## src/rtl/line_recycle_pkg.sv

```systemverilog
package line_recycle_pkg;

  typedef enum logic [1:0] {
    PH_LOAD = 2'd0,
    PH_SCAN = 2'd1,
    PH_RUN  = 2'd2
  } phase_t;

endpackage

```

## src/rtl/lr_fault_map.sv

```systemverilog
module lr_fault_map #(
  parameter int NUM_LINES = 12,
  parameter int DATA_W    = 8,
  localparam int IDX_W    = $clog2(NUM_LINES)
) (
  input  logic              clk,
  input  logic              rst_n,
  input  logic              wr_en,
  input  logic [IDX_W-1:0]  wr_idx,
  input  logic [DATA_W-1:0] wr_mask,
  output logic [DATA_W-1:0] mask_o [NUM_LINES],
  output logic [NUM_LINES-1:0] disabled_o
);

  logic [DATA_W-1:0] mask_q [NUM_LINES];

  always_ff @(posedge clk) begin
    if (!rst_n) begin
      for (int i = 0; i < NUM_LINES; i++) mask_q[i] <= '0;
    end else if (wr_en && (int'(wr_idx) < NUM_LINES)) begin
      mask_q[wr_idx] <= wr_mask;
    end
  end

  for (genvar g = 0; g < NUM_LINES; g++) begin : g_line
    assign mask_o[g]     = mask_q[g];
    assign disabled_o[g] = |mask_q[g];
  end

endmodule

```

## src/rtl/lr_group_builder.sv

```systemverilog
module lr_group_builder #(
  parameter int NUM_LINES  = 12,
  parameter int DATA_W     = 8,
  localparam int IDX_W     = $clog2(NUM_LINES),
  localparam int NUM_GROUPS = NUM_LINES / 3,
  localparam int GRP_W     = (NUM_GROUPS > 1) ? $clog2(NUM_GROUPS) : 1
) (
  input  logic              clk,
  input  logic              rst_n,
  input  logic              start,
  input  logic [DATA_W-1:0] masks_i [NUM_LINES],
  output logic              done_o,
  output logic [IDX_W-1:0]  member_o [NUM_GROUPS][3],
  output logic [NUM_GROUPS-1:0] valid_o
);

  logic              active_q;
  logic [IDX_W-1:0]  scan_q;
  logic [1:0]        cnt_q [NUM_GROUPS];
  logic [DATA_W-1:0] acc_q [NUM_GROUPS];
  logic [IDX_W-1:0]  mbr_q [NUM_GROUPS][3];

  logic [DATA_W-1:0] cur_mask;
  logic              fit;
  logic [GRP_W-1:0]  pick;

  assign cur_mask = masks_i[scan_q];

  // first open group, lowest index first, with disjoint fault positions
  always_comb begin
    fit  = 1'b0;
    pick = '0;
    for (int s = 0; s < NUM_GROUPS; s++) begin
      if (!fit && (cnt_q[s] != 2'd3) && ((acc_q[s] & cur_mask) == '0)) begin
        fit  = 1'b1;
        pick = GRP_W'(s);
      end
    end
  end

  always_ff @(posedge clk) begin
    if (!rst_n) begin
      active_q <= 1'b0;
      done_o   <= 1'b0;
      scan_q   <= '0;
      for (int s = 0; s < NUM_GROUPS; s++) begin
        cnt_q[s] <= '0;
        acc_q[s] <= '0;
        for (int m = 0; m < 3; m++) mbr_q[s][m] <= '0;
      end
    end else if (start && !active_q && !done_o) begin
      active_q <= 1'b1;
      scan_q   <= '0;
    end else if (active_q) begin
      if ((cur_mask != '0) && fit) begin
        mbr_q[pick][cnt_q[pick]] <= scan_q;
        cnt_q[pick]              <= cnt_q[pick] + 2'd1;
        acc_q[pick]              <= acc_q[pick] | cur_mask;
      end
      if (int'(scan_q) == NUM_LINES - 1) begin
        active_q <= 1'b0;
        done_o   <= 1'b1;
      end else begin
        scan_q <= scan_q + 1'b1;
      end
    end
  end

  for (genvar g = 0; g < NUM_GROUPS; g++) begin : g_grp
    assign valid_o[g] = done_o && (cnt_q[g] == 2'd3);
    for (genvar m = 0; m < 3; m++) begin : g_mbr
      assign member_o[g][m] = mbr_q[g][m];
    end
  end


  table_frozen_chk: assert property (@(posedge clk) disable iff (!rst_n)
    done_o |=> $stable(valid_o));

endmodule

```

## src/rtl/lr_vote.sv

```systemverilog
module lr_vote #(
  parameter int DATA_W = 8
) (
  input  logic [DATA_W-1:0] a_i,
  input  logic [DATA_W-1:0] b_i,
  input  logic [DATA_W-1:0] c_i,
  output logic [DATA_W-1:0] y_o
);

  for (genvar k = 0; k < DATA_W; k++) begin : g_bit
    assign y_o[k] = (a_i[k] & b_i[k]) | (a_i[k] & c_i[k]) | (b_i[k] & c_i[k]);
  end

endmodule

```

## src/rtl/line_recycle_top.sv

```systemverilog
module line_recycle_top #(
  parameter int NUM_LINES   = 12,
  parameter int DATA_W      = 8,
  localparam int IDX_W      = $clog2(NUM_LINES),
  localparam int NUM_GROUPS = NUM_LINES / 3,
  localparam int GRP_W      = (NUM_GROUPS > 1) ? $clog2(NUM_GROUPS) : 1
) (
  input  logic                  clk,
  input  logic                  rst_n,
  input  logic                  fm_valid,
  output logic                  fm_ready,
  input  logic [IDX_W-1:0]      fm_line,
  input  logic [DATA_W-1:0]     fm_mask,
  input  logic                  fm_done,
  output logic                  alloc_hold,
  input  logic [IDX_W-1:0]      q_line,
  output logic                  alloc_ok,
  output logic [NUM_GROUPS-1:0] rc_valid,
  input  logic                  req_valid,
  output logic                  req_ready,
  input  logic                  req_write,
  input  logic                  req_recycled,
  input  logic [IDX_W-1:0]      req_idx,
  input  logic [DATA_W-1:0]     req_wdata,
  output logic [NUM_LINES-1:0]  mem_we,
  output logic [DATA_W-1:0]     mem_wdata,
  output logic [IDX_W-1:0]      mem_raddr0,
  output logic [IDX_W-1:0]      mem_raddr1,
  output logic [IDX_W-1:0]      mem_raddr2,
  input  logic [DATA_W-1:0]     mem_rdata0,
  input  logic [DATA_W-1:0]     mem_rdata1,
  input  logic [DATA_W-1:0]     mem_rdata2,
  output logic                  rsp_valid,
  output logic [DATA_W-1:0]     rsp_data
);
  import line_recycle_pkg::*;

  phase_t phase_q;
  logic [DATA_W-1:0]    masks [NUM_LINES];
  logic [NUM_LINES-1:0] disabled;
  logic                 built;
  logic [IDX_W-1:0]     member [NUM_GROUPS][3];
  logic [DATA_W-1:0]    voted;
  logic                 fire, hit;
  logic [GRP_W-1:0]     grp;

  assign fm_ready   = (phase_q == PH_LOAD);
  assign alloc_hold = (phase_q != PH_RUN);
  assign req_ready  = (phase_q == PH_RUN);
  assign fire       = req_valid && req_ready;

  lr_fault_map #(.NUM_LINES(NUM_LINES), .DATA_W(DATA_W)) u_map (
    .clk(clk), .rst_n(rst_n),
    .wr_en(fm_valid && fm_ready), .wr_idx(fm_line), .wr_mask(fm_mask),
    .mask_o(masks), .disabled_o(disabled)
  );

  lr_group_builder #(.NUM_LINES(NUM_LINES), .DATA_W(DATA_W)) u_grp (
    .clk(clk), .rst_n(rst_n),
    .start(phase_q == PH_SCAN), .masks_i(masks),
    .done_o(built), .member_o(member), .valid_o(rc_valid)
  );

  always_ff @(posedge clk) begin
    if (!rst_n) phase_q <= PH_LOAD;
    else begin
      case (phase_q)
        PH_LOAD: if (fm_done) phase_q <= PH_SCAN;
        PH_SCAN: if (built)   phase_q <= PH_RUN;
        default: phase_q <= PH_RUN;
      endcase
    end
  end

  assign alloc_ok = !alloc_hold && (int'(q_line) < NUM_LINES) && !disabled[q_line];

  // resolve the request to one or three physical lines
  assign grp = GRP_W'(req_idx);
  always_comb begin
    if (req_recycled) begin
      hit        = (int'(req_idx) < NUM_GROUPS) && rc_valid[grp];
      mem_raddr0 = hit ? member[grp][0] : '0;
      mem_raddr1 = hit ? member[grp][1] : '0;
      mem_raddr2 = hit ? member[grp][2] : '0;
    end else begin
      hit        = (int'(req_idx) < NUM_LINES) && !disabled[req_idx];
      mem_raddr0 = req_idx;
      mem_raddr1 = req_idx;
      mem_raddr2 = req_idx;
    end
  end

  always_comb begin
    mem_we = '0;
    if (fire && req_write && hit) begin
      mem_we[mem_raddr0] = 1'b1;
      mem_we[mem_raddr1] = 1'b1;
      mem_we[mem_raddr2] = 1'b1;
    end
  end
  assign mem_wdata = req_wdata;

  lr_vote #(.DATA_W(DATA_W)) u_vote (
    .a_i(mem_rdata0), .b_i(mem_rdata1), .c_i(mem_rdata2), .y_o(voted)
  );

  always_ff @(posedge clk) begin
    if (!rst_n) begin
      rsp_valid <= 1'b0;
      rsp_data  <= '0;
    end else begin
      rsp_valid <= fire && !req_write;
      if (fire && !req_write) rsp_data <= hit ? voted : '0;
    end
  end


  rc_write_three_chk: assert property (@(posedge clk) disable iff (!rst_n)
    (fire && req_write && req_recycled && hit) |-> ($countones(mem_we) == 3));


  plain_write_single_chk: assert property (@(posedge clk) disable iff (!rst_n)
    (fire && req_write && !req_recycled) |-> ($countones(mem_we) <= 1));


  rsp_next_cycle_chk: assert property (@(posedge clk) disable iff (!rst_n)
    (fire && !req_write) |=> rsp_valid);


  no_access_early_chk: assert property (@(posedge clk) disable iff (!rst_n)
    alloc_hold |-> (mem_we == '0));


  clean_alloc_chk: assert property (@(posedge clk) disable iff (!rst_n)
    alloc_ok |-> (masks[q_line] == '0));

endmodule

```

## config.mk

```make
export PLATFORM = sky130hd
export DESIGN_NAME = line_recycle_top
export DESIGN_NICKNAME = d
export VERILOG_FILES = /design/src/rtl/line_recycle_pkg.sv /design/src/rtl/lr_fault_map.sv /design/src/rtl/lr_group_builder.sv /design/src/rtl/lr_vote.sv /design/src/rtl/line_recycle_top.sv
export SDC_FILE = /design/constraint.sdc
export NUM_CORES = 1
export LEC_CHECK = 0
export BUFFER_PORTS_ARGS = -buffer_cell sky130_fd_sc_hd__buf_2
export CORE_MARGIN = 4
export CORE_UTILIZATION = 55
export DETAILED_ROUTE_END_ITERATION = 8
export MAX_ROUTING_LAYER = met4
export PLACE_DENSITY = 0.82
export SYNTH_ARGS = -nofsm -noshare
export SYNTH_HDL_FRONTEND = slang
export SYNTH_SLANG_ARGS = --single-unit
```

## constraint.sdc

```tcl
create_clock -name clk -period 5.59 [get_ports clk]
set_clock_uncertainty 0.1 [all_clocks]
set_input_delay 0.2795 -clock clk [delete_from_list [all_inputs] [get_ports clk]]
set_output_delay 0.2795 -clock clk [all_outputs]
set_load 0.02 [all_outputs]
```

Word-level counts from Yosys, hierarchy flattened:

Memory sizes are Yosys's and may differ from the RTL's.
Cells that the tools add are included.

* register bits after elaboration: 17
* memory bits (writable): 184
* input port bits: 59
* output and inout bits: 49
* memories: 4

Memories
* u_map.mask_q: depth 12, width 8, read ports 12, clocked after memory_dff 0, write ports 12, RTL line lr_fault_map.sv:15 `logic [DATA_W-1:0] mask_q [NUM_LINES];`
* u_grp.mbr_q: depth 4, width 12, read ports 4, clocked after memory_dff 0, write ports 4, RTL line lr_group_builder.sv:21 `logic [IDX_W-1:0] mbr_q [NUM_GROUPS][3];`
* u_grp.acc_q: depth 4, width 8, read ports 5, clocked after memory_dff 0, write ports 4, RTL line lr_group_builder.sv:20 `logic [DATA_W-1:0] acc_q [NUM_GROUPS];`
* u_grp.cnt_q: depth 4, width 2, read ports 5, clocked after memory_dff 0, write ports 4, RTL line lr_group_builder.sv:19 `logic [1:0] cnt_q [NUM_GROUPS];`

* add/subtract/negate cells: 2
* $lt $le $gt $ge: 17
* equality and inequality tests: 14
* mux-type cells: 64
* bitwise gates (word level): 53
* reductions and logical operators: 63

Operators by type and width (number)
* OR reduction 8 bit: 14
* 2-to-1 mux 12 bit: 6
* 2-to-1 mux 8 bit: 5
* AND 8 bit: 4
* binary-select mux 8 bit (select 4 bit): 1
* zero test 8 bit: 4
* 2-to-1 mux 4 bit: 8
* logical AND 1 bit: 28
* 2-to-1 mux 1 bit: 27
* less-than comparator 4 x 5 -> 1 bit (second input constant): 5
* AND 1 bit: 24
* binary-select mux 12 bit (select 2 bit): 1
* OR 12 bit: 2
* 2-to-1 mux 2 bit: 8
* OR 1 bit: 16
* demux 1 bit (select 4 bit): 3
* >= comparator 4 x 1 -> 1 bit (second input constant): 3
* less-than comparator 4 bit (second input constant): 3
* != test 2 bit (second input constant): 6
* OR reduction 12 bit: 1
* equality test 2 bit (second input constant): 5
* zero test 1 bit: 9
* binary-select mux 1 bit (select 4 bit): 2
* demux 4 bit (select 2 bit): 1
* 21 further kinds: 27

Longest topological paths before layout:

An unclocked memory read counts as a cell.

* depth in word-level cells: 29
* gate-level depth with buffers: 17
* gate-level depth less buffers: 12

Modules after synthesis:

Synthesis repeated with hierarchy kept, for this count alone.

* cells, all modules: 1020
* area total of the unflattened synthesis: 11433.5 um^2

Modules (own cells, without submodules)
* lr_group_builder: times used 1, cells each 512, area an instance 5654.2 um^2
* lr_fault_map: times used 1, cells each 285, area an instance 3854.9 um^2
* line_recycle_top: times used 1, cells each 215, area an instance 1834.3 um^2
* lr_vote: times used 1, cells each 8, area an instance 90.1 um^2

Worst setup path after synthesis:

Ideal clock, no wire load.

* path kind: reg2reg
* start: register u_grp.scan_q[0]
* end: memory u_grp.mbr_q[3][10] (netlist bit), enable pin
* data arrival time: 3.817 ns
* data required time: 5.180 ns
* slack: 1.363 ns
* cell stages (with the launch flop): 15
* cell sequence: dfxtp_1 > buf_6 > mux4_2 > or2_4 > and3_1 > a2111oi_4 > and4_4 > buf_4 > nor2_1 > a21o_1 > a211oi_1 > ha_1 > inv_1 > nor4_1 > nand2b_1

RTL lines
* start: declaration: RTL line lr_group_builder.sv:18 `logic [IDX_W-1:0] scan_q;`
* start signal: assignment: RTL line lr_group_builder.sv:64 `scan_q <= scan_q + 1'b1;`
* end: declaration: RTL line lr_group_builder.sv:21

==> run metrics <==
GPL Wtd Cong=1.00; Commonest cells post-synth=edfxtp_1 (184), and2_1 (118), nor2_1 (78); initial drt markers=952; Die X=150 um; cell count after placement=1305; R2R Setup Slk=0.46 ns; Fmax=195 MHz; H-Tree Depth=1; Root Driver=clkbuf_16; worst hold-check path type=primary input to register; CP arrival=5.23 ns; peak supply drop=0.235 mV; Crit path largest cell delay=0.69 ns; # Post-CTS Setup Buffers=0; HP Start=req_write; Reg2Reg Depth=13; register area=5870 sq um; fin crit period=5.13 ns; FP Rows=51; DR vias/cell=6.45; unrepaired setup endpoints after global routing=no; Chip Height=150 um; Seq/Total Area, Yosys=53.1%; RR Endpoint=u_grp.mbr_q[3][7]; CTS tree=built; DRC=0; first-pass GRT wire length=48800 um; Pwr per Cell Area=288 nW/um^2; drt total wl=32100 um; P_leak=0.00443 uW; wire per inst=23.9 um; PortBufs=91; Critical path buffers and inverters=2; clk slew on worst S/H paths=0.06 ns; cell taking the most area after synthesis=edfxtp_1; final setup vio count=0; Max stage delay cell, worst path=dfxtp_2; layout cell share with drive strength beyond 1=18.4%; Post-Layout Cell Count=1343; total global routing overflow=0; r2r startpoint=u_grp.scan_q[0]; CP Capture Type=register; Startpoint Class=register; Setup CP Type=register to register; Synth Flop Type=edfxtp_1; DP Area=11700 sq um; max_cap viols=0; Synth async-reset ratio=0%; IO Pins=108; drt pass-1 iters=5; post-synth cell types=71; Via Count=8668; Hold Path End=rsp_valid; Final Max Tran Viols=0; Cell Area, Synth=11000 sq um; Post-synth EDFFs=184; # fillers=1561; #FFs+latches synth=201; WHS=0.0750 ns; Final period util=91.7%; fin area=12300 sq um; Multi-input gate area=4750 sq um; nets=1127; DP HPWL=24200 um; CTS sink count=201; CP Cell Sequence=buf_4 -> mux4_2 -> and2_1 -> a22oi_1 -> o2111ai_1 -> nor3_2 -> nor2_1 -> a21o_1 -> a211oi_1 -> ha_1 -> inv_1 -> nor4_1 -> nand2b_1; outcome=complete, no violations; Post-Synthesis Cells=987; Synth Warn #=0; Starting Density=56.4%; Slew HR=19.3%; vias in the first global route=8400; Worst-Skew Late Latency=0.51 ns; worst slew pin tran=1.20 ns; CTS buffer count=21; Synth area leaders=edfxtp_1 (50%), and2_1 (6.7%), mux4_2 (5.5%), mux2i_1 (3.3%), dfxtp_1 (3.1%); CP Max Fanout=20; Syn Nets=1050; Fin Setup TNS=0 ns; Die Footprint=22400 sq um; Fin. Hold Viols=0; largest net degree at the start of global routing=31; Core Region=19600 sq um; Tot Pwr=3540 uW; top-count cell post-synth=edfxtp_1; synthesized area per cell=11.2 sq um; Worst EP required=5.69 ns; CTS max path bufs=3; Crit path max-delay family=simple AND/OR/NAND/NOR gates; post-synth top area share=50.0%; Total Routing Usage GR=29.5%; cell count of the worst hold path=3; P&R area growth vs syn=11.2%; initial antenna violation count=1; post-route ant nets=0
[tightest hold or removal path: cells and delay by family]
kind | cells | cell delay (ns)
simple gates | 2 | 0.25
buf+inv | 1 | 0.09
[cell type report]
cell class / count / share of cell area (%)
multi-input cells: 698 / 38.7
diodes: 1 / 0.0204
flip-flops and latches: 201 / 47.8
inverters: 30 / 0.917
clock inverters: 10 / 0.448
well taps: 265 / 2.70
repair buffers: 112 / 5.01
clock buffers: 26 / 4.43
[what timing repair did]
| action | 4_1_cts | 5_1_grt |
|---|---|---|
| setup endpoints to repair | 0 | 8 |
| hold buffers | 1 | 0 |
| endpoints found under the hold margin | 1 | 0 |
| resized for setup | 0 | 1 |
[metrics by stage]
stage	utilization [%]	setup slack, ns
2_1_floorplan	-	1.36
3_3_place_gp	59.6	0.558
3_5_place_dp	59.6	0.478
4_1_cts	62.7	0.472
5_1_grt	62.7	0.112
6_report	62.7	0.461
[per-layer routing]
layer	up-vias	GRT usage, %	share of wire [%]
met5	-	-	0
met4	0	10.3	3.8
met3	106	5.12	10
met2	532	48.7	48
met1	4168	37.2	38
li1	3862	-	-
[cell usage in the layout, fill, tap and decap left out, types with 5 or more instances in the layout]
master / Yosys / layout
a211oi_1: 8 / 8
a31oi_1: 7 / 7
a21oi_2: 5 / 5
buf_2: 13 / 91
and3_1: 22 / 22
mux2i_1: 36 / 36
o21ai_0: 40 / 40
nand2_1: 67 / 67
o22ai_1: 6 / 6
dfxtp_1: 17 / 15
nand2b_1: 15 / 15
o21ai_1: 7 / 7
a21oi_1: 57 / 57
nand3_1: 25 / 25
nor3_1: 7 / 7
maj3_1: 8 / 8
nor2_1: 78 / 78
nor2b_1: 16 / 16
and2_1: 118 / 118
a221oi_1: 8 / 8
clkbuf_1: 29 / 5
nor4_1: 29 / 29
a22oi_1: 26 / 26
edfxtp_1: 184 / 184
clkbuf_16: 0 / 21
nor2_2: 5 / 5
buf_4: 11 / 20
inv_1: 30 / 30
nand4_1: 10 / 10
mux4_2: 27 / 27
and4_1: 5 / 5
[how the worst max path moves through the flow]
stage	start	end	slack [ns]	cells after the start
final	u_grp.scan_q[0]	u_grp.mbr_q[3][7]	0.46	13
after global routing	u_grp.scan_q[0]	u_grp.mbr_q[3][2]	0.11	13
after detailed placement	u_grp.scan_q[1]	u_grp.mbr_q[3][7]	0.48	12
after floorplan	u_grp.scan_q[0]	u_grp.mbr_q[3][10]	1.36	14
after global placement	u_grp.scan_q[1]	u_grp.mbr_q[3][4]	0.56	12
after CTS	u_grp.scan_q[1]	u_grp.mbr_q[3][7]	0.47	12
[flip-flops by register name (all words and copies together), names as in the netlist]
register / cells
u_grp.done_o: 1
u_grp.acc_q: 32
u_map.mask_q: 96
u_grp.active_q: 1
u_grp.scan_q: 4
rsp_data: 8
u_grp.mbr_q: 48
phase_q: 2
rsp_valid: 1
u_grp.cnt_q: 8
[cell families (layout without fill, tap and decap cells)]
| family | Yosys count | in the layout | share of synthesized area [%] |
|---|---|---|---|
| xor+xnor | 2 | 2 | 0.159 |
| flops | 201 | 201 | 53.1 |
| compound gates | 198 | 198 | 11.8 |
| other cells | 0 | 1 | 0 |
| buf+inv | 88 | 178 | 3.89 |
| mux | 64 | 64 | 8.87 |
| fa+ha+maj | 12 | 12 | 1.18 |
| simple gates | 422 | 422 | 21.0 |
[power breakdown]
part | switching, uW | internal [uW]
clock | 573 | 691
sequential | 67.2 | 1710
combinational | 329 | 172
Power figures use the tool's default switching activity.
